**src/rtl/usbx_pkg.sv**
```systemverilog
`timescale 1ns/1ps
package usbx_pkg;

    typedef enum logic [3:0] {
        ST_IDLE,
        ST_RSYNC,
        ST_RDATA,
        ST_REOP,
        ST_TSYNC_LOAD,
        ST_TSYNC,
        ST_TDATA,
        ST_TEOP,
        ST_ERR
    } xcvr_state_e;

    typedef enum logic [1:0] {
        TXC_J,
        TXC_BIT,
        TXC_SE0
    } tx_cmd_e;

    // NRZI: a one keeps the level, a zero flips it
    function automatic logic nrzi_level(input logic cur_lvl, input logic data_bit);
        return data_bit ? cur_lvl : !cur_lvl;
    endfunction

endpackage

```
**src/rtl/usbx_rx_front.sv**
```systemverilog
`timescale 1ns/1ps
module usbx_rx_front (
    input  logic clk,
    input  logic rst,
    input  logic bit_ce,
    input  logic line_dp,
    input  logic line_dm,
    output logic se0,
    output logic dec_bit
);
    logic prev_lvl;

    assign se0     = !line_dp && !line_dm;
    assign dec_bit = (line_dp == prev_lvl);

    // after SE0 the line returns to J, so the reference level is J
    always_ff @(posedge clk) begin
        if (rst)
            prev_lvl <= 1'b1;
        else if (bit_ce)
            prev_lvl <= se0 ? 1'b1 : line_dp;
    end
endmodule

```
**src/rtl/usbx_run_counter.sv**
```systemverilog
`timescale 1ns/1ps
module usbx_run_counter #(
    parameter int LIMIT = 6
) (
    input  logic clk,
    input  logic rst,
    input  logic clr,
    input  logic step,
    input  logic bit_in,
    output logic full
);
    localparam int RUN_W = $clog2(LIMIT + 2);

    logic [RUN_W-1:0] run;

    assign full = (run == RUN_W'(LIMIT));

    always_ff @(posedge clk) begin
        if (rst || clr)
            run <= '0;
        else if (step)
            run <= bit_in ? run + 1'b1 : '0;
    end
endmodule

```
**src/rtl/usbx_tx_line.sv**
```systemverilog
`timescale 1ns/1ps
module usbx_tx_line
    import usbx_pkg::*;
(
    input  logic    clk,
    input  logic    rst,
    input  logic    bit_ce,
    input  tx_cmd_e cmd,
    input  logic    cmd_bit,
    output logic    line_dp,
    output logic    line_dm
);
    logic lvl;
    logic se0_q;

    always_ff @(posedge clk) begin
        if (rst) begin
            lvl   <= 1'b1;
            se0_q <= 1'b0;
        end else if (bit_ce) begin
            case (cmd)
                TXC_BIT: begin
                    se0_q <= 1'b0;
                    lvl   <= nrzi_level(lvl, cmd_bit);
                end
                TXC_SE0: begin
                    se0_q <= 1'b1;
                    lvl   <= 1'b1;
                end
                default: begin
                    se0_q <= 1'b0;
                    lvl   <= 1'b1;
                end
            endcase
        end
    end

    assign line_dp = lvl && !se0_q;
    assign line_dm = !lvl && !se0_q;
endmodule

```
**src/rtl/usbx_macrocell.sv**
```systemverilog
`timescale 1ns/1ps
module usbx_macrocell
    import usbx_pkg::*;
#(
    parameter int BYTE_W       = 8,
    parameter int STUFF_RUN    = 6,
    parameter int EOP_SE0_BITS = 2
) (
    input  logic              clk,
    input  logic              rst,
    input  logic              bit_ce,
    input  logic              line_rx_dp,
    input  logic              line_rx_dm,
    output logic              line_tx_dp,
    output logic              line_tx_dm,
    output logic              line_tx_oe,
    input  logic [BYTE_W-1:0] tx_data,
    input  logic              tx_valid,
    output logic              tx_ready,
    output logic [BYTE_W-1:0] rx_data,
    output logic              rx_active,
    output logic              rx_valid,
    output logic              rx_error
);
    localparam int                CNT_W     = $clog2(BYTE_W);
    localparam int                EOP_W     = $clog2(EOP_SE0_BITS + 2);
    localparam logic [CNT_W-1:0]  LAST_BIT  = CNT_W'(BYTE_W - 1);
    localparam logic [EOP_W-1:0]  EOP_J_IDX = EOP_W'(EOP_SE0_BITS);
    localparam logic [EOP_W-1:0]  EOP_END   = EOP_W'(EOP_SE0_BITS + 1);
    localparam logic [BYTE_W-1:0] SYNC_WORD = {1'b1, {(BYTE_W-1){1'b0}}};

    xcvr_state_e       state;
    logic [BYTE_W-1:0] rx_sh;
    logic [BYTE_W-1:0] rx_shift;
    logic [CNT_W-1:0]  rx_cnt;
    logic [BYTE_W-1:0] tx_sh;
    logic [CNT_W-1:0]  tx_cnt;
    logic [EOP_W-1:0]  eop_cnt;

    logic    se0;
    logic    dec_bit;
    logic    run_clr;
    logic    run_step;
    logic    run_bit;
    logic    run_full;
    tx_cmd_e tx_cmd;
    logic    tx_cmd_bit;

    usbx_rx_front u_rx_front (
        .clk     (clk),
        .rst     (rst),
        .bit_ce  (bit_ce),
        .line_dp (line_rx_dp),
        .line_dm (line_rx_dm),
        .se0     (se0),
        .dec_bit (dec_bit)
    );

    // one run counter serves both directions: the FSM is never in both
    usbx_run_counter #(.LIMIT(STUFF_RUN)) u_run (
        .clk    (clk),
        .rst    (rst),
        .clr    (run_clr),
        .step   (run_step),
        .bit_in (run_bit),
        .full   (run_full)
    );

    usbx_tx_line u_tx_line (
        .clk     (clk),
        .rst     (rst),
        .bit_ce  (bit_ce),
        .cmd     (tx_cmd),
        .cmd_bit (tx_cmd_bit),
        .line_dp (line_tx_dp),
        .line_dm (line_tx_dm)
    );

    assign rx_shift = {dec_bit, rx_sh[BYTE_W-1:1]};

    always_comb begin
        run_clr    = 1'b1;
        run_step   = 1'b0;
        run_bit    = 1'b0;
        tx_cmd     = TXC_J;
        tx_cmd_bit = 1'b1;
        case (state)
            ST_RSYNC, ST_RDATA: begin
                run_clr  = 1'b0;
                run_step = bit_ce && !se0;
                run_bit  = dec_bit;
            end
            ST_TSYNC: begin
                if (tx_valid) begin
                    tx_cmd     = TXC_BIT;
                    tx_cmd_bit = tx_sh[0];
                end
            end
            ST_TDATA: begin
                run_clr    = 1'b0;
                run_step   = bit_ce;
                tx_cmd     = TXC_BIT;
                tx_cmd_bit = run_full ? 1'b0 : tx_sh[0];
                run_bit    = tx_cmd_bit;
            end
            ST_TEOP: begin
                run_clr  = 1'b0;
                run_step = bit_ce && run_full;
                if (run_full) begin
                    tx_cmd     = TXC_BIT;
                    tx_cmd_bit = 1'b0;
                end else if (eop_cnt < EOP_J_IDX) begin
                    tx_cmd = TXC_SE0;
                end
            end
            default: ;
        endcase
    end

    always_ff @(posedge clk) begin
        if (rst) begin
            state      <= ST_IDLE;
            rx_sh      <= '1;
            rx_cnt     <= '0;
            rx_data    <= '0;
            rx_active  <= 1'b0;
            rx_valid   <= 1'b0;
            rx_error   <= 1'b0;
            tx_sh      <= '0;
            tx_cnt     <= '0;
            tx_ready   <= 1'b0;
            eop_cnt    <= '0;
            line_tx_oe <= 1'b0;
        end else begin
            rx_valid <= 1'b0;
            rx_error <= 1'b0;
            tx_ready <= 1'b0;
            case (state)
                ST_IDLE: begin
                    if (tx_valid) begin
                        state <= ST_TSYNC_LOAD;
                    end else if (bit_ce && !se0) begin
                        rx_sh <= rx_shift;
                        if (rx_shift == SYNC_WORD) begin
                            state     <= ST_RSYNC;
                            rx_active <= 1'b1;
                            rx_cnt    <= '0;
                        end
                    end
                end
                ST_RSYNC, ST_RDATA: begin
                    if (bit_ce) begin
                        if (se0) begin
                            state <= ST_REOP;
                        end else if (run_full) begin
                            if (dec_bit) begin
                                state     <= ST_ERR;
                                rx_error  <= 1'b1;
                                rx_active <= 1'b0;
                            end
                        end else begin
                            rx_sh <= rx_shift;
                            if (rx_cnt == LAST_BIT) begin
                                rx_data  <= rx_shift;
                                rx_valid <= 1'b1;
                                rx_cnt   <= '0;
                                state    <= ST_RDATA;
                            end else begin
                                rx_cnt <= rx_cnt + 1'b1;
                            end
                        end
                    end
                end
                ST_REOP: begin
                    if (bit_ce && !se0) begin
                        state     <= ST_IDLE;
                        rx_active <= 1'b0;
                        rx_sh     <= '1;
                    end
                end
                ST_TSYNC_LOAD: begin
                    if (!tx_valid) begin
                        state <= ST_ERR;
                    end else begin
                        tx_sh      <= SYNC_WORD;
                        tx_cnt     <= '0;
                        line_tx_oe <= 1'b1;
                        state      <= ST_TSYNC;
                    end
                end
                ST_TSYNC: begin
                    if (!tx_valid) begin
                        state      <= ST_ERR;
                        line_tx_oe <= 1'b0;
                    end else if (bit_ce) begin
                        if (tx_cnt == LAST_BIT) begin
                            tx_sh    <= tx_data;
                            tx_ready <= 1'b1;
                            tx_cnt   <= '0;
                            state    <= ST_TDATA;
                        end else begin
                            tx_sh  <= tx_sh >> 1;
                            tx_cnt <= tx_cnt + 1'b1;
                        end
                    end
                end
                ST_TDATA: begin
                    if (bit_ce && !run_full) begin
                        if (tx_cnt == LAST_BIT) begin
                            tx_cnt <= '0;
                            if (tx_valid) begin
                                tx_sh    <= tx_data;
                                tx_ready <= 1'b1;
                            end else begin
                                eop_cnt <= '0;
                                state   <= ST_TEOP;
                            end
                        end else begin
                            tx_sh  <= tx_sh >> 1;
                            tx_cnt <= tx_cnt + 1'b1;
                        end
                    end
                end
                ST_TEOP: begin
                    if (bit_ce && !run_full) begin
                        if (eop_cnt == EOP_END) begin
                            line_tx_oe <= 1'b0;
                            rx_sh      <= '1;
                            state      <= ST_IDLE;
                        end else begin
                            eop_cnt <= eop_cnt + 1'b1;
                        end
                    end
                end
                ST_ERR: begin
                    line_tx_oe <= 1'b0;
                    rx_active  <= 1'b0;
                    if (bit_ce && !tx_valid) begin
                        rx_sh <= '1;
                        state <= ST_IDLE;
                    end
                end
                default: state <= ST_IDLE;
            endcase
        end
    end
endmodule

```
**config.mk**
```make
export PLATFORM = sky130hd
export DESIGN_NAME = usbx_macrocell
export DESIGN_NICKNAME = d
export VERILOG_FILES = /design/src/rtl/usbx_pkg.sv /design/src/rtl/usbx_rx_front.sv /design/src/rtl/usbx_run_counter.sv /design/src/rtl/usbx_tx_line.sv /design/src/rtl/usbx_macrocell.sv
export SDC_FILE = /design/constraint.sdc
export NUM_CORES = 1
export LEC_CHECK = 0
export CAP_MARGIN = 20
export CELL_PAD_IN_SITES_DETAIL_PLACEMENT = 0
export CELL_PAD_IN_SITES_GLOBAL_PLACEMENT = 2
export CORE_MARGIN = 1.5
export CORE_UTILIZATION = 34
export DETAILED_ROUTE_END_ITERATION = 16
export GPL_TIMING_DRIVEN = 0
export PLACE_DENSITY_LB_ADDON = 0.12
export SLEW_MARGIN = 20
export SYNTH_ARGS = -nofsm -noshare
export SYNTH_HDL_FRONTEND = slang
export SYNTH_SLANG_ARGS = --single-unit
```
**constraint.sdc**
```tcl
create_clock -name clk -period 2.4 [get_ports clk]
set_input_delay 0.36 -clock clk [delete_from_list [all_inputs] [get_ports clk]]
set_output_delay 0.36 -clock clk [all_outputs]
set_load 0.01 [all_outputs]
```
Word-level counts from Yosys, hierarchy flattened
Index checks and enable logic that the tools add are counted.
Word-level totals
  memories kept: 0
  bits in writable memories: 0
  bits in read-only memories: 0
  logic and storage cells: 202
  latch bits: 0
  input bits: 14
  flip-flop bits (word level): 47
Operators by class
  shifts and indexed selects: 0
  multiply operators: 0
  divide/modulo/power cells: 0
  reduce and logical (&&, ||, !) cells: 36
  muxes and demuxes: 97
  add/sub/neg operators: 4
  $lt $le $gt $ge: 1
  equal/unequal tests: 44
  bitwise operators: 4
Operators with widths (count)
  two-way mux 8 bit: 16
  two-way mux 4 bit: 19
  inequality test 2 bit (second input constant): 21
  case mux 8 bit (5 select lines): 1
  two-way mux 3 bit: 13
  case mux 4 bit (8 select lines): 1
  two-way mux 1 bit: 29
  case mux 8 bit (3 select lines): 1
  == test 4 x 3 -> 1 bit (second input constant): 4
  inequality test 3 bit (second input constant): 5
  AND reduction 5 bit: 3
  two-way mux 2 bit: 7
  AND reduction 14 bit: 1
  AND reduction 6 bit: 2
  AND reduction 10 bit: 1
  OR reduction 5 bit: 2
  adder 3 x 1 -> 3 bit (second input constant): 3
  == test 3 bit (second input constant): 3
  case mux 3 bit (3 select lines): 1
  AND reduction 9 bit: 1
  == test 4 x 2 -> 1 bit (second input constant): 2
  == test 8 bit (second input constant): 1
  inequality test 4 bit (second input constant): 2
  case mux 1 bit (4 select lines): 2
  other kinds (25): 45

Logic depth before layout (Yosys ltp)
  depth after elaboration: 7
  depth in mapped cells: 7

Hierarchy
A second synthesis with hierarchy kept.
Unflattened totals
  cells, all modules: 329
  area, all modules: 2706.3 um^2
By module, submodules not included
  usbx_macrocell: cells an instance 293, area each 2388.5 um^2, times used 1
  usbx_run_counter: cells an instance 18, area each 168.9 um^2, times used 1
  usbx_tx_line: cells an instance 12, area each 101.3 um^2, times used 1
  usbx_rx_front: cells an instance 6, area each 47.5 um^2, times used 1

Worst setup path before layout
OpenSTA, ideal clock, no wires.
  kind: input to register
  start: input port line_rx_dp
  end: register state[1]
  stages: 6
  setup slack: 432 ps
  arrival time: 1847 ps
  buffers on the path: 1
  cells stage by stage: clkbuf_1 o21ai_1 o22ai_1 o31ai_1 nand4b_4 mux2_4
Between the ends
  word-level cells in the longest chain between the ends: 6
  elaborated cells between the ends (all ways): 15
  classes of those cells: 7 x eq/ne; 3 x mux; 5 x reduce/logical
RTL lines
  start: declaration: line usbx_macrocell.sv:12  | input logic line_rx_dp,
  branches (longest 6 deep; another with AND reduction 14 bit)
  end signal: assignment: line usbx_macrocell.sv:141  | state <= ST_TSYNC_LOAD;
  end signal: assignment: line usbx_macrocell.sv:145  | state <= ST_RSYNC;
  end signal: assignment: line usbx_macrocell.sv:176  | state <= ST_IDLE;
  end: declaration: line usbx_macrocell.sv:32  | xcvr_state_e state;
Several ways; the timed one is not identified. The select of a mux whose other input is x is not followed.
A chain may end at the register's enable or synchronous reset.

Worst setup path after layout
  start: register state[0]
  end: register state[1]
Between the ends
  word-level cells in the longest chain between the ends: 4
  elaborated cells between the ends (all ways): 26
  classes of those cells: 22 x eq/ne; 1 x mux; 3 x reduce/logical
RTL lines
  start signal: assignment: line usbx_macrocell.sv:122  | state <= ST_IDLE;
  start signal: assignment: line usbx_macrocell.sv:141
  start signal: assignment: line usbx_macrocell.sv:145
  == test 4 x 1 -> 1 bit or == test 4 x 2 -> 1 bit (tied branches): line usbx_macrocell.sv:138  | case (state)
  OR reduction 2 bit: line usbx_macrocell.sv:138
  inequality test 4 bit (no line) or inequality test 2 bit (tied branches)
  AND reduction 14 bit (no line)
Parallel ways exist; a longest one is shown, timed or not.

==> impl_results.md <==
* Status: finished, final reports clean
* Crit path max fanout at 9
* Clk buf depth at 2
* GRT Overall Usage at 17.8%
* Hold buffer count at cts at 0
* RSZ-0062 raised after global routing: no
* Initial DRC count at 181
* Clk sink count at 46
* Setup TNS at 0 ps
* Number of warnings issued by yosys at 0
* Seq/Total Area, Yosys at 34.3%
* Rel. slew slack at 47.5%
* Die ar. at 0.00843 mm2
* Multi-input gate area at 0.00165 mm2
* WL/cell at 15.5 um
* Setup CP Type: register to register
* First-pass GRT wire length at 11.9 mm
* Core ar. at 0.00769 mm2
* CP arrival at 2430 ps
* Largest net degree at the start of global routing at 15
* Routed wire length at 7.12 mm
* Critical Path Start: state[0]
* Worst slew pin tran at 786 ps
* Proportion of layout cells with a drive suffix above 1 at 9.80%
* CP Capture Type: register
* EDFF count, synth at 0
* Initial antenna violation count at 0
* PwrDens at 807 mW/mm2
* Post-Place Cells at 451
* Area Growth Syn to Fin at 20.1%
* Setup violators final at 0
* Register area at 921 um2
* Crit path time final at 2230 ps
* Mapped Nets at 344
* Worst IR Drop VDD at 0.318 mV
* Vias in the first global route at 2275
* Commonest non-fill, non-tap cell in the layout: nor2_1
* Vias per inst at 5.22
* Total CTS buffers at 5
* PortBufs at 26
* Startpoint Class: register
* Drc violations at 0
* Die H at 91.8 um
* FILL cells at 826
* Drt first pass iters at 4
* Most frequent cells in the layout: nor2_1, dfxtp_1, clkdlybuf4s50_1
* Req. time, crit path at 2600 ps
* Die Width at 91.8 um
* Hold path start: tx_sh[7]
* DP Wirelength at 5.20 mm
* Fmax at 448 MHz
* Max Cap Viol at 0
* Antenna cells at 0
* # H-tree levels at 2
* Num ports at 29
* #FFs+latches synth at 46
* Root Buffer: clkbuf_8
* Fin. max-slew vios at 0
* Unique masters post-synth at 56
* Vias at 2397
* PostCTS Resize Cnt at 0
* Async SR Flop Fraction at 0%
* Synthesized area at 0.00268 mm2
* Clock Latency Late Sink at 300 ps
* Synth area leaders: dfxtp_1, mux2i_1, nor2_1, a21oi_1, ha_1
* Avg Cell Area, Syn at 8.31 um2
* Tot Pwr at 2600 uW
* Leakage Power at 0.00117 uW
* R2R Path Start: state[0]
* Clock Skews at 5.33 ps
* Final hold violations at 0
* Post-CTS Repair Setup Buffers at 0
* Mapped Cells at 323
* Grt ovf at 0
* CTS tree: done
* Worst min-delay path class: register to register
* Initial Util at 34.9%
* Hold Slack at 474 ps
* Rows at 32
* Post-synth top area cell: dfxtp_1
* Most used DFF post-synth: dfxtp_1
* Final Non-Filler Cells at 459
* Final #Nets at 377
* Yosys top cell area share at 34.3%
* Clock slew at reported path FFs at 90 ps
* Post-route clock period utilization at 93.1%
* Gpl congestion at 0.869
* Antenna Nets Post-Route at 0
[final cells by class]
| type | count | area share [%] |
|---|---|---|
| multi-input combinational | 247 | 51.2 |
| tap | 102 | 3.96 |
| inverter | 6 | 0.699 |
| clock buffer | 6 | 2.56 |
| timing repair buffer | 26 | 8.08 |
| buffer | 24 | 3.03 |
| clock inverter | 2 | 1.86 |
| sequential | 46 | 28.6 |
[state kept, by name, indices dropped and copies added (netlist names)]
name                 flops
eop_cnt                  2
tx_ready                 1
u_run.run                3
rx_error                 1
tx_cnt                   3
tx_sh                    8
rx_valid                 1
u_tx_line.se0_q          1
u_rx_front.prev_lvl      1
rx_sh                    7
rx_active                1
rx_data                  8
rx_cnt                   3
u_tx_line.lvl            1
state                    4
line_tx_oe               1
[per-layer routing]
metal	track usage, %	wire, um	vias to the layer above
met4	4.10	48	0
met3	2.49	340	4
li1	-	-	1215
met1	25.6	3520	1115
met5	0	0	-
met2	28.2	3210	63
[cells in the mapped netlist (all sizes together), types with 2 or more instances]
cell and count:
nor3 4, o31ai 2, ha 7, or2 2, nand2b 13, nand2 16, nand4 5, o21ai 16
a21boi 2, o32a 2, o22ai 3, buf 7, nand3b 2, a21oi 22, o32ai 2, nor4 6
inv 6, clkbuf 17, mux2i 25, nor2b 13, a31oi 3, or3 5, xor2 2, nand3 8
o31a 2, nor2 51, dfxtp 46, mux2 9, xnor2 4
[worst max-delay path, stage by stage, from the launching register on]
cell	delay (ps)
dfxtp_1	300
buf_2	170
xnor2_1	570
nor2_1	290
a22oi_2	290
nand4b_4	190
mux2_4	330
[worst paths after layout]
| check | cells past startpoint | slack [ps] | endpoint |
|---|---|---|---|
| worst max-delay path | 6 | 170 | state[1] |
| worst min-delay path | 2 | 470 | tx_sh[7] |
| worst max register to register | 6 | 170 | state[1] |
| worst min register to register | 2 | 470 | tx_sh[7] |
[logic make-up (layout without fill, tap and decap cells)]
group                    count (synthesis)  count (layout)  share of synthesized area [%]
AO/OA/AOI/OAI                           68              68                           17.0
XOR/XNOR                                 6               6                           1.96
adder cells (fa/ha/maj)                  8               8                           3.64
buffers and inverters                   30              64                           4.48
flip-flops                              46              46                           34.3
multiplexers                            34              34                           13.2
AND/OR/NAND/NOR                        131             131                           25.4
[power breakdown]
| part | total, uW | switching, uW | internal, uW |
|---|---|---|---|
| Clock | 721 | 277 | 444 |
| Sequential | 852 | 34.0 | 818 |
| Combinational | 1030 | 622 | 403 |
| Total | 2600 | 933 | 1670 |
[metrics by stage]
stage          area, um2  util [%]  worst slack (ps)
2_1_floorplan       2680         -               432
3_3_place_gp        3070      39.9              -231
3_5_place_dp        3070      39.9              -228
4_1_cts             3210      41.8              67.0
5_1_grt             3220      41.9              2.41
6_report            3220      41.9               166
Power figures use the tool's default switching activity.
